### src/rtl/nsw_pkg.sv
package nsw_pkg;

  // Flit kind field, top two bits of every flit
  typedef enum logic [1:0] {
    FK_MID   = 2'b00,
    FK_OPEN  = 2'b01,
    FK_CLOSE = 2'b10,
    FK_SOLO  = 2'b11
  } flit_kind_e;

  // A flit of this kind carries a route and starts a packet
  function automatic logic kind_opens(input logic [1:0] k);
    return k[0];
  endfunction

  // A flit of this kind ends a packet and releases the output
  function automatic logic kind_closes(input logic [1:0] k);
    return k[1];
  endfunction

endpackage

### src/rtl/nsw_fifo.sv
module nsw_fifo #(
  parameter int WIDTH = 18,
  parameter int DEPTH = 4
) (
  input  logic                         clk,
  input  logic                         rst_n,
  input  logic                         push,
  input  logic [WIDTH-1:0]             push_data,
  input  logic                         pop,
  output logic [WIDTH-1:0]             rd_data,
  output logic                         empty,
  output logic [$clog2(DEPTH+1)-1:0]   count
);

  localparam int PTR_W = $clog2(DEPTH);
  localparam int CNT_W = $clog2(DEPTH + 1);

  logic [WIDTH-1:0] mem [DEPTH];
  logic [PTR_W-1:0] wr_ptr_q, wr_ptr_d;
  logic [PTR_W-1:0] rd_ptr_q, rd_ptr_d;
  logic [CNT_W-1:0] cnt_q, cnt_d;
  logic             do_pop;

  assign do_pop = pop && (cnt_q != '0);

  always_comb begin
    wr_ptr_d = wr_ptr_q;
    rd_ptr_d = rd_ptr_q;
    cnt_d    = cnt_q;
    if (push) begin
      wr_ptr_d = (wr_ptr_q == PTR_W'(DEPTH - 1)) ? '0 : wr_ptr_q + 1'b1;
    end
    if (do_pop) begin
      rd_ptr_d = (rd_ptr_q == PTR_W'(DEPTH - 1)) ? '0 : rd_ptr_q + 1'b1;
    end
    case ({push, do_pop})
      2'b10:   cnt_d = cnt_q + 1'b1;
      2'b01:   cnt_d = cnt_q - 1'b1;
      default: cnt_d = cnt_q;
    endcase
  end

  always_ff @(posedge clk or negedge rst_n) begin
    if (!rst_n) begin
      wr_ptr_q <= '0;
      rd_ptr_q <= '0;
      cnt_q    <= '0;
    end else begin
      wr_ptr_q <= wr_ptr_d;
      rd_ptr_q <= rd_ptr_d;
      cnt_q    <= cnt_d;
    end
  end

  // Storage holds data only; no reset needed
  always_ff @(posedge clk) begin
    if (push) begin
      mem[wr_ptr_q] <= push_data;
    end
  end

  assign rd_data = mem[rd_ptr_q];
  assign empty   = (cnt_q == '0);
  assign count   = cnt_q;

endmodule

### src/rtl/nsw_rr_arb.sv
module nsw_rr_arb #(
  parameter int NUM_PORTS = 4
) (
  input  logic [NUM_PORTS-1:0]         req,
  input  logic [$clog2(NUM_PORTS)-1:0] ptr,
  output logic [NUM_PORTS-1:0]         gnt
);

  // First requester at or above ptr, wrapping past the top index
  always_comb begin
    int   cand;
    logic found;
    gnt   = '0;
    found = 1'b0;
    cand  = 0;
    for (int k = 0; k < NUM_PORTS; k++) begin
      cand = int'(ptr) + k;
      if (cand >= NUM_PORTS) begin
        cand = cand - NUM_PORTS;
      end
      if (!found && req[cand]) begin
        gnt[cand] = 1'b1;
        found     = 1'b1;
      end
    end
  end

endmodule

### src/rtl/nsw_in_route.sv
module nsw_in_route #(
  parameter int NUM_PORTS = 4,
  parameter int PAYLOAD_W = 16,
  parameter int ROUTE_W   = 8
) (
  input  logic                           clk,
  input  logic                           rst_n,
  input  logic                           valid,
  input  logic [PAYLOAD_W+1:0]           flit,
  input  logic                           taken,
  output logic [NUM_PORTS-1:0]           req_oh,
  output logic                           opens,
  output logic                           closes,
  output logic [PAYLOAD_W+1:0]           fwd_flit
);

  import nsw_pkg::*;

  localparam int IDX_W  = $clog2(NUM_PORTS);
  localparam int FLIT_W = PAYLOAD_W + 2;

  logic [1:0]         kind;
  logic [ROUTE_W-1:0] route;
  logic [IDX_W-1:0]   dest_q, dest_d, dest_sel;

  assign kind   = flit[FLIT_W-1 -: 2];
  assign route  = flit[ROUTE_W-1:0];
  assign opens  = kind_opens(kind);
  assign closes = kind_closes(kind);

  // Opening flits name their own port; the rest follow the stored one
  assign dest_sel = opens ? route[IDX_W-1:0] : dest_q;

  always_comb begin
    for (int k = 0; k < NUM_PORTS; k++) begin
      req_oh[k] = valid && (dest_sel == IDX_W'(k));
    end
  end

  // Consume this hop's index from the route before forwarding
  assign fwd_flit = opens ? {kind, flit[PAYLOAD_W-1:ROUTE_W], route >> IDX_W}
                          : flit;

  assign dest_d = (taken && opens) ? route[IDX_W-1:0] : dest_q;

  always_ff @(posedge clk or negedge rst_n) begin
    if (!rst_n) begin
      dest_q <= '0;
    end else begin
      dest_q <= dest_d;
    end
  end

endmodule

### src/rtl/nsw_out_port.sv
module nsw_out_port #(
  parameter int NUM_PORTS  = 4,
  parameter int FLIT_W     = 18,
  parameter int FIFO_DEPTH = 4
) (
  input  logic                        clk,
  input  logic                        rst_n,
  input  logic [NUM_PORTS-1:0]        req,
  input  logic [NUM_PORTS-1:0]        opens,
  input  logic [NUM_PORTS-1:0]        closes,
  input  logic [NUM_PORTS*FLIT_W-1:0] flits,
  input  logic                        out_stall,
  output logic [NUM_PORTS-1:0]        acc,
  output logic                        out_valid,
  output logic [FLIT_W-1:0]           out_flit
);

  localparam int IDX_W = $clog2(NUM_PORTS);
  localparam int CNT_W = $clog2(FIFO_DEPTH + 1);

  logic                 busy_q, busy_d;
  logic [IDX_W-1:0]     owner_q, owner_d;
  logic [IDX_W-1:0]     ptr_q, ptr_d;
  logic                 stage_v_q, stage_v_d;
  logic [FLIT_W-1:0]    stage_flit_q, stage_flit_d;

  logic [NUM_PORTS-1:0] rr_gnt, owner_pick, pick;
  logic [CNT_W-1:0]     fifo_count;
  logic [CNT_W:0]       used_slots;
  logic                 space, fifo_empty;
  logic                 acc_any, sel_open, sel_close;
  logic [IDX_W-1:0]     acc_idx;
  logic [FLIT_W-1:0]    sel_flit;

  // Only opening flits may start a new grant
  nsw_rr_arb #(.NUM_PORTS(NUM_PORTS)) u_arb (
    .req (req & opens),
    .ptr (ptr_q),
    .gnt (rr_gnt)
  );

  always_comb begin
    for (int k = 0; k < NUM_PORTS; k++) begin
      owner_pick[k] = req[k] && (owner_q == IDX_W'(k));
    end
  end

  assign pick = busy_q ? owner_pick : rr_gnt;

  // The flit in the register stage already owns a FIFO slot
  assign used_slots = {1'b0, fifo_count} + (CNT_W+1)'(stage_v_q);
  assign space      = used_slots < (CNT_W+1)'(FIFO_DEPTH);
  assign acc        = space ? pick : '0;
  assign acc_any    = |acc;

  // Crossbar column for this output
  always_comb begin
    sel_flit  = '0;
    acc_idx   = '0;
    sel_open  = 1'b0;
    sel_close = 1'b0;
    for (int k = 0; k < NUM_PORTS; k++) begin
      if (acc[k]) begin
        sel_flit  = flits[k*FLIT_W +: FLIT_W];
        acc_idx   = IDX_W'(k);
        sel_open  = opens[k];
        sel_close = closes[k];
      end
    end
  end

  always_comb begin
    busy_d       = busy_q;
    owner_d      = owner_q;
    ptr_d        = ptr_q;
    stage_v_d    = acc_any;
    stage_flit_d = stage_flit_q;
    if (acc_any) begin
      stage_flit_d = sel_flit;
      if (sel_open) begin
        owner_d = acc_idx;
      end
      if (sel_close) begin
        busy_d = 1'b0;
        ptr_d  = (acc_idx == IDX_W'(NUM_PORTS - 1)) ? '0 : acc_idx + 1'b1;
      end else if (sel_open) begin
        busy_d = 1'b1;
      end
    end
  end

  always_ff @(posedge clk or negedge rst_n) begin
    if (!rst_n) begin
      busy_q    <= 1'b0;
      owner_q   <= '0;
      ptr_q     <= '0;
      stage_v_q <= 1'b0;
    end else begin
      busy_q    <= busy_d;
      owner_q   <= owner_d;
      ptr_q     <= ptr_d;
      stage_v_q <= stage_v_d;
    end
  end

  // Stage data has a clock enable, no reset
  always_ff @(posedge clk) begin
    if (acc_any) begin
      stage_flit_q <= stage_flit_d;
    end
  end

  nsw_fifo #(.WIDTH(FLIT_W), .DEPTH(FIFO_DEPTH)) u_fifo (
    .clk       (clk),
    .rst_n     (rst_n),
    .push      (stage_v_q),
    .push_data (stage_flit_q),
    .pop       (!fifo_empty && !out_stall),
    .rd_data   (out_flit),
    .empty     (fifo_empty),
    .count     (fifo_count)
  );

  assign out_valid = !fifo_empty;

endmodule

### src/rtl/nsw_switch.sv
module nsw_switch #(
  parameter int                               NUM_PORTS  = 4,
  parameter int                               PAYLOAD_W  = 16,
  parameter int                               ROUTE_W    = 8,
  parameter int                               FIFO_DEPTH = 4,
  parameter logic [NUM_PORTS*NUM_PORTS-1:0]   SRC_ALLOW  = '1
) (
  input  logic                                 clk,
  input  logic                                 rst_n,
  input  logic [NUM_PORTS-1:0]                 in_valid,
  input  logic [NUM_PORTS*(PAYLOAD_W+2)-1:0]   in_flit,
  output logic [NUM_PORTS-1:0]                 in_stall,
  output logic [NUM_PORTS-1:0]                 out_valid,
  output logic [NUM_PORTS*(PAYLOAD_W+2)-1:0]   out_flit,
  input  logic [NUM_PORTS-1:0]                 out_stall
);

  localparam int FLIT_W = PAYLOAD_W + 2;

  logic [NUM_PORTS-1:0][NUM_PORTS-1:0] in_req;   // [input][output]
  logic [NUM_PORTS-1:0][NUM_PORTS-1:0] req_m;    // [output][input]
  logic [NUM_PORTS-1:0][NUM_PORTS-1:0] acc_m;    // [output][input]
  logic [NUM_PORTS-1:0]                opens_v, closes_v, taken_v;
  logic [NUM_PORTS*FLIT_W-1:0]         fwd_bus;

  for (genvar gi = 0; gi < NUM_PORTS; gi++) begin : g_in
    nsw_in_route #(
      .NUM_PORTS (NUM_PORTS),
      .PAYLOAD_W (PAYLOAD_W),
      .ROUTE_W   (ROUTE_W)
    ) u_route (
      .clk      (clk),
      .rst_n    (rst_n),
      .valid    (in_valid[gi]),
      .flit     (in_flit[gi*FLIT_W +: FLIT_W]),
      .taken    (taken_v[gi]),
      .req_oh   (in_req[gi]),
      .opens    (opens_v[gi]),
      .closes   (closes_v[gi]),
      .fwd_flit (fwd_bus[gi*FLIT_W +: FLIT_W])
    );
  end

  // Transpose requests and apply the build-time source mask
  always_comb begin
    for (int o = 0; o < NUM_PORTS; o++) begin
      for (int i = 0; i < NUM_PORTS; i++) begin
        req_m[o][i] = in_req[i][o] && SRC_ALLOW[o*NUM_PORTS + i];
      end
    end
  end

  for (genvar go = 0; go < NUM_PORTS; go++) begin : g_out
    nsw_out_port #(
      .NUM_PORTS  (NUM_PORTS),
      .FLIT_W     (FLIT_W),
      .FIFO_DEPTH (FIFO_DEPTH)
    ) u_port (
      .clk       (clk),
      .rst_n     (rst_n),
      .req       (req_m[go]),
      .opens     (opens_v),
      .closes    (closes_v),
      .flits     (fwd_bus),
      .out_stall (out_stall[go]),
      .acc       (acc_m[go]),
      .out_valid (out_valid[go]),
      .out_flit  (out_flit[go*FLIT_W +: FLIT_W])
    );
  end

  always_comb begin
    for (int i = 0; i < NUM_PORTS; i++) begin
      taken_v[i] = 1'b0;
      for (int o = 0; o < NUM_PORTS; o++) begin
        taken_v[i] = taken_v[i] | acc_m[o][i];
      end
    end
  end

  assign in_stall = ~taken_v;

endmodule

### config.mk
export PLATFORM = sky130hd
export DESIGN_NAME = nsw_switch
export DESIGN_NICKNAME = d
export VERILOG_FILES = /design/src/rtl/nsw_pkg.sv /design/src/rtl/nsw_fifo.sv /design/src/rtl/nsw_rr_arb.sv /design/src/rtl/nsw_in_route.sv /design/src/rtl/nsw_out_port.sv /design/src/rtl/nsw_switch.sv
export SDC_FILE = /design/constraint.sdc
export NUM_CORES = 1
export LEC_CHECK = 0
export ABC_AREA = 1
export BUFFER_PORTS_ARGS = -buffer_cell sky130_fd_sc_hd__buf_2
export CAP_MARGIN = 20
export CELL_PAD_IN_SITES_DETAIL_PLACEMENT = 1
export CELL_PAD_IN_SITES_GLOBAL_PLACEMENT = 1
export CORE_ASPECT_RATIO = 0.6
export CORE_UTILIZATION = 43
export CTS_CLUSTER_DIAMETER = 60
export DETAILED_ROUTE_END_ITERATION = 8
export GPL_TIMING_DRIVEN = 0
export PLACE_DENSITY_LB_ADDON = 0.1
export SYNTH_ARGS = -nofsm -noshare
export SYNTH_HDL_FRONTEND = slang
export SYNTH_HIERARCHICAL = 1
export SYNTH_SLANG_ARGS = --single-unit
### constraint.sdc
create_clock -name clk -period 3.4 [get_ports clk]
set_clock_uncertainty 0.05 [all_clocks]
set_input_delay 0.34 -clock clk [delete_from_list [all_inputs] [get_ports clk]]
set_output_delay 0.34 -clock clk [all_outputs]
set_load 0.005 [all_outputs]
==> run metrics, run 1 <==
run status finished clean; area grow syn2layout 17.6%; DP Worst Slack -1.26 ns; via count 18600; Die Width 299 um; PwrDens 969 nW/um^2; I/O pin total 162; critical path launch point type register; first-pass GRT wire length 114 mm; GRT overflow 0; critical path, cell by cell clkinvlp_4 > ha_2 > inv_1 > nand3_1 > nand2_2 > nand3_1 > nand2_2 > inv_2 > nand3_2 > nand2_2 > nand2_4 > nand2_4 > inv_6 > buf_12 > inv_2 > nand2_2 > nor2_4 > buf_2; DP HPWL 55.5 mm; fmax 298 MHz; largest cells by area after synthesis edfxtp_1 48%, nand2_1 13%, dfrtp_1 6.6%; largest stage delay on the critical path 0.41 ns; sequential area share after synthesis 54.2%; Die H 180 um; Antenna Violating Nets Remaining 0; Initial Util 44.1%; Slew Viols, Final 0; layout cells sized above 1 22.7%; IO buf count 125; highest-count cells in the layout ignoring fill and taps 725 x nand2_1, 360 x edfxtp_1, 312 x inv_1, 146 x buf_2, 136 x a21oi_1; Rows 64; Clock Latency Late Sink 0.55 ns; H-tree Lvls 2; Max Root-Sink Buffers 3; Post-Route Utilization 51.8%; Non-Filler Instances 3453; cell taking the most area after synthesis edfxtp_1; CP most frequent cell nand2_2; Filler cells 5989; Num CTS Buffers 42; metal3 WL 4.25 mm; crit path kind register to output port; dpl cells 3315; Power, Total 25.9 mW; crit-path max FO 10; First-pass DRT Iterations 5; Final Hold Viols 0; Top Metal Used met4; pin count of the biggest net entering global routing 50; data arrival time of the worst path 2.97 ns; CTS tree built; Data required, critical path 3.01 ns; initial antenna violation count 3; Total GRT Usage 27.8%; family with the most delay on the worst path simple AND/OR/NAND/NOR gates; WHS 0.0303 ns; min cycle time layout 3.36 ns; CTS Root Cell clkbuf_16; Slowest-stage cell, CP ha_2; FF-to-FF setup slack 0.09 ns; syn nets 2637; Net count, final 2867; RSZ-0062 raised after global routing yes; met2 WL 34.3 mm; Netlist Area Pre-Place 22700 um^2; CTS clk-pin slew, worst paths 0.07 ns; Ys Warns 6; commonest non-fill, non-tap cell in the layout nand2_1; flip-flop and latch area 12300 um^2; slew at the pin with the worst max-slew slack 1.28 ns; P_leak 12.0 nW; core footprint 51600 um^2; fraction of synthesized cell area taken by the top area cell type 47.6%; Remaining DRCs 0; Max VDD drop 0.442 mV; Die Area 53800 um^2; syn avg cell area 9.11 um^2; CP Buf/Inv Count 7; area of the multi-input gates 8420 um^2; worst hold path type input port to register; WL/cell 21.9 um; Yosys cell types 30; Sink Count 420; Starting DRT DRC Count 1366; slew margin rel. 13.9%; Mapped Cells 2495; DR vias/cell 5.38; met1 wire length 35.6 mm; GP Congestion 0.933; vias in the first global route 19000; final worst slack 0.0394 ns; Period Utilization, post-route 98.8%; Worst Setup End Kind output port; max_cap viols 0; WL final 75.7 mm; Synth Register Bits 420; Final Setup Violations 0
path summary, 6_finish.rpt:
kind                       depth (start not counted)                        startpoint                                  to
max                                               18          g_out[2].u_port/ptr_q[1]                         in_stall[2]
min reg2reg                                        0  g_out[3].u_port/stage_flit_q[14]   g_out[3].u_port/u_fifo/mem[2][14]
max in group asynchronous                          3                             rst_n            g_out[2].u_port/ptr_q[1]
max reg2reg                                       17          g_out[2].u_port/ptr_q[0]     g_out[2].u_port/stage_flit_q[6]
min                                                4                      out_stall[0]  g_out[0].u_port/u_fifo/rd_ptr_q[1]
min in group asynchronous                          2                             rst_n  g_out[1].u_port/u_fifo/wr_ptr_q[0]
what timing repair did:
action	4_1_cts	5_1_grt
setup buffers	22	37
endpoints found under the setup margin	116	92
hold buffers	1	0
gates resized for setup	98	99
endpoints found under the hold margin	60	0
pin swaps	22	42
cells by family after synthesis:
| kind of cell | synth area share (%) |
|---|---|
| compound gates | 9.98 |
| xor+xnor | 0.154 |
| fa+ha+maj | 3.44 |
| buf+inv | 10.8 |
| flops | 54.2 |
| simple gates | 21.5 |
report_power, final:
| part | switching [mW] | internal, mW |
|---|---|---|
| logic | 7.94 | 3.97 |
| registers | 1.13 | 7.97 |
| clock network | 2.08 | 2.80 |
stage by stage:
| step | setup TNS (ns) | area (um^2) |
|---|---|---|
| 6_report | 0 | 26700 |
| 5_1_grt | -0.346 | 26700 |
| 4_1_cts | -0.0380 | 26200 |
| 3_5_place_dp | -101.20 | 24300 |
| 3_3_place_gp | -102.76 | 24200 |
| 2_1_floorplan | 0 | 22700 |
synthesized netlist by cell type (all sizes together):
| master | n |
|---|---|
| o21ai | 64 |
| ha | 56 |
| edfxtp | 360 |
| nand2 | 803 |
| nand4 | 8 |
| or2 | 4 |
| buf | 121 |
| a31oi | 8 |
| dfrtp | 60 |
| a21oi | 145 |
| nor3 | 8 |
| inv | 384 |
| nand3 | 160 |
| xnor2 | 4 |
| nor2 | 147 |
| o211ai | 144 |
| nand3b | 4 |
| fa | 4 |
| clkbuf | 11 |
cell type report:
class | count | area share (%)
Sequential cell | 420 | 46.1
Multi-Input combinational cell | 1559 | 31.5
Inverter | 384 | 5.56
Timing Repair Buffer | 187 | 4.20
Clock buffer | 50 | 4.12
Buffer | 131 | 3.99
Tap cell | 693 | 3.24
Clock inverter | 27 | 1.24
Antenna cell | 2 | 0.0187
sequential cells by signal, indices dropped and copies added, names as in the netlist:
name and count:
g_out.u_port/u_fifo/wr_ptr_q 8, g_out.u_port/u_fifo/count 12, g_out.u_port/stage_flit_q 72, g_out.u_port/stage_v_q 4
g_in.u_route/dest_q 8, g_out.u_port/busy_q 4, g_out.u_port/u_fifo/rd_ptr_q 8, g_out.u_port/u_fifo/mem 288
g_out.u_port/ptr_q 8, g_out.u_port/owner_q 8
layer usage:
layer,up-vias,track usage [%]
met2,530,44.1
met4,0,5.53
met1,9330,40.9
met5,-,0
met3,99,3.77
li1,8603,-
worst min-delay path: cells and delay by family:
kind                   cells  cell delay, ns
buffers and inverters      1            0.07
and+or+nand+nor            3            0.18
Power figures use the tool's default switching activity.
==> inputs of run 2 (changes only) <==
ABC_AREA = unset   (was 1)
CORE_UTILIZATION = 46   (was 43)
==> run metrics, run 2 <==
run status finished with violations (was finished clean); violated checks negative setup slack; final worst slack -0.589 ns (was 0.0394 ns); CP most frequent cell buf_6 (was nand2_2); Initial Util 46.7% (was 44.1%); Max VDD drop 0.473 mV (was 0.442 mV); IO buf count 125 (unchanged); CTS clk-pin slew, worst paths 0.07 ns (about the same); DP HPWL 44.2 mm (was 55.5 mm); Net count, final 1904 (was 2867); P_leak 9.83 nW (was 12.0 nW); count leader, synth edfxtp_1 (was nand2_1); Remaining DRCs 0 (unchanged); Max Root-Sink Buffers 3 (unchanged); vias in the first global route 14400 (was 19000); Synth Register Bits 420 (unchanged); top_reg_cell synth edfxtp_1 (unchanged); sequential area share after synthesis 58.8% (was 54.2%); layout cells sized above 1 45.6% (was 22.7%); min cycle time layout 3.99 ns (was 3.36 ns); Slew Viols, Final 0 (unchanged); Biggest register g_out.u_port/u_fifo/mem (unchanged); Starting DRT DRC Count 2029 (was 1366); Ys Warns 6 (unchanged); DR vias/cell 6.24 (was 5.38); CTS tree built (unchanged); Die H 167 um (was 180 um); core footprint 44800 um^2 (was 51600 um^2); Period Utilization, post-route 117% (was 98.8%); initial antenna violation count 11 (was 3); CP Buf/Inv Count 6 (was 7); First-pass DRT Iterations 8 (was 5); slew at the pin with the worst max-slew slack 1.06 ns (was 1.28 ns); H-tree Lvls 2 (unchanged); Netlist Area Pre-Place 20900 um^2 (was 22700 um^2); Die Area 46400 um^2 (was 53800 um^2); Non-Filler Instances 2390 (was 3453); family with the most delay on the worst path simple AND/OR/NAND/NOR gates (unchanged); setup TNS -65.16 ns (was 0 ns); area grow syn2layout 28.1% (was 17.6%); I/O pin total 162 (unchanged); slew margin rel. 29.2% (was 13.9%); Data required, critical path 3.01 ns (about the same); area of the multi-input gates 8650 um^2 (was 8420 um^2); fmax 251 MHz (was 298 MHz); GRT overflow 0 (unchanged); fraction of synthesized cell area taken by the top area cell type 51.6% (was 47.6%); critical path launch point type register (unchanged); syn nets 1550 (was 2637); critical path, cell by cell or2b_4 > o22ai_4 > and2_4 > mux4_2 > buf_6 > buf_4 > nor3b_1 > a21oi_2 > o211ai_1 > inv_1 > o21ai_4 > buf_6 > nand2_4 > inv_4 > nor4_4 > buf_2 (was clkinvlp_4 > ha_2 > inv_1 > nand3_1 > nand2_2 > nand3_1 > nand2_2 > inv_2 > nand3_2 > nand2_2 > nand2_4 > nand2_4 > inv_6 > buf_12 > inv_2 > nand2_2 > nor2_4 > buf_2); highest-count cells in the layout ignoring fill and taps 360 x edfxtp_1, 162 x buf_4, 132 x buf_2, 84 x mux4_2, 81 x o21ai_0 (was 725 x nand2_1, 360 x edfxtp_1, 312 x inv_1, 146 x buf_2, 136 x a21oi_1); Antenna Violating Nets Remaining 0 (unchanged); Final Setup Violations 180 (was 0); Filler cells 4246 (was 5989); GP Congestion 0.945 (was 0.933); pin count of the biggest net entering global routing 45 (was 50); WL final 68.5 mm (was 75.7 mm); first-pass GRT wire length 94.6 mm (was 114 mm); WL/cell 28.7 um (was 21.9 um); Sink Count 420 (unchanged); crit path kind register to output port (unchanged); largest cells by area after synthesis edfxtp_1 52%, mux4_2 8.6%, dfrtp_1 7.2% (was edfxtp_1 48%, nand2_1 13%, dfrtp_1 6.6%); via count 14900 (was 18600); Slowest-stage cell, CP dfrtp_2 (was ha_2); max reg flops 288 (unchanged); Rows 60 (was 64); Mapped Cells 1408 (was 2495); worst hold path type input port to register (unchanged); Post-synth EDFFs 360 (unchanged); Num CTS Buffers 40 (was 42); CTS Root Cell clkbuf_16 (unchanged); PwrDens 832 nW/um^2 (was 969 nW/um^2); syn avg cell area 14.9 um^2 (was 9.11 um^2); max_cap viols 0 (unchanged); crit-path max FO 5 (was 10); Total GRT Usage 27.4% (was 27.8%); Commonest cells post-synth 360 x edfxtp_1, 96 x a21oi_1, 88 x o21ai_0 (was 759 x nand2_1, 360 x edfxtp_1, 348 x inv_1); Final Hold Viols 0 (unchanged); dpl cells 2123 (was 3315); data arrival time of the worst path 3.60 ns (was 2.97 ns); Worst Setup End Kind output port (unchanged); RSZ-0062 raised after global routing yes (unchanged); largest stage delay on the critical path 0.46 ns (was 0.41 ns); Post-synth ARST share 14.3% (unchanged); Die Width 277 um (was 299 um); Yosys cell types 60 (was 30); Clock Latency Late Sink 0.55 ns (about the same); cell taking the most area after synthesis edfxtp_1 (unchanged); flip-flop and latch area 12300 um^2 (unchanged); commonest non-fill, non-tap cell in the layout edfxtp_1 (was nand2_1)
==> run 2: final cells by class <==
type / instances / share of cell area (%)
sequential: 420 / 46.0
multi-input combinational: 801 / 32.3
timing repair buffer: 308 / 9.39
buffer: 119 / 3.99
clock buffer: 49 / 3.94
tap: 589 / 2.75
inverter: 72 / 1.04
clock inverter: 22 / 0.570
antenna: 10 / 0.0934
==> run 2: metal layers <==
metal	track usage, %	routed length [um]
met5	0	9
met1	40.9	30200
met2	41.7	31400
met3	3.82	4650
met4	8.04	2200
==> run 2: kinds of logic after synthesis <==
kind of cell | after synthesis | synth area share [%]
and+or+nand+nor | 232 | 7.34
DFF | 420 | 58.8
xor gates and xnor gates | 12 | 0.502
adders and majority gates | 60 | 3.73
AOI/OAI and AO/OA | 344 | 11.4
muxes | 148 | 12.7
buffers and inverters | 192 | 5.48
==> run 2: worst register-to-register path: cells and delay by family (launching register included) <==
family          cells  cell delay [ns]
flops               1             0.46
simple gates        4             0.79
mux                 1             0.46
buf+inv             5             0.75
compound gates      6             1.19
==> run 2: per-stage QoR <==
step                power (mW)  worst slack [ns]  instance area, um^2  hold slack [ns]  utilization (%)
floorplan                 12.6            0.0499                21000         -0.00559                -
global placement          15.0             -1.15                22400            0.428             49.9
detailed placement        15.3             -1.29                22400            0.223             50.0
CTS                       21.0            -0.414                25500          0.00903             56.9
global route              23.3            -0.658                26800           0.0350             59.8
finish                    22.3            -0.589                26800           0.0186             59.8
==> run 2: final timing paths <==
check                                                 from                            endpoint  slack (ns)  depth (start not counted)
min                                            in_flit[37]           g_in[2].u_route/dest_q[1]        0.02                          2
min in group asynchronous                            rst_n  g_out[3].u_port/u_fifo/rd_ptr_q[0]        0.19                          2
max in group asynchronous                            rst_n            g_out[2].u_port/ptr_q[1]        2.45                          3
max                              g_in[1].u_route/dest_q[0]                         in_stall[2]       -0.59                         16
min reg2reg                g_out[1].u_port/stage_flit_q[2]    g_out[1].u_port/u_fifo/mem[2][2]        0.45                          0
max reg2reg                      g_in[1].u_route/dest_q[0]     g_out[3].u_port/stage_flit_q[9]       -0.54                         16
==> run 2: where the power goes <==
| part | switching (mW) | internal [mW] | total, mW |
|---|---|---|---|
| clock network | 1.93 | 2.29 | 4.22 |
| logic | 5.30 | 4.76 | 10.1 |
| registers | 0.927 | 7.10 | 8.03 |
| total | 8.15 | 14.2 | 22.3 |
==> run 2: repair_timing <==
action | CTS | global route
cloned | 13 | 12
hold endpoints to repair | 16 | 0
hold buffers | 1 | 0
endpoints found under the setup margin | 180 | 180
gates resized for setup | 237 | 159
pin swaps | 105 | 174
buffers inserted | 86 | 97
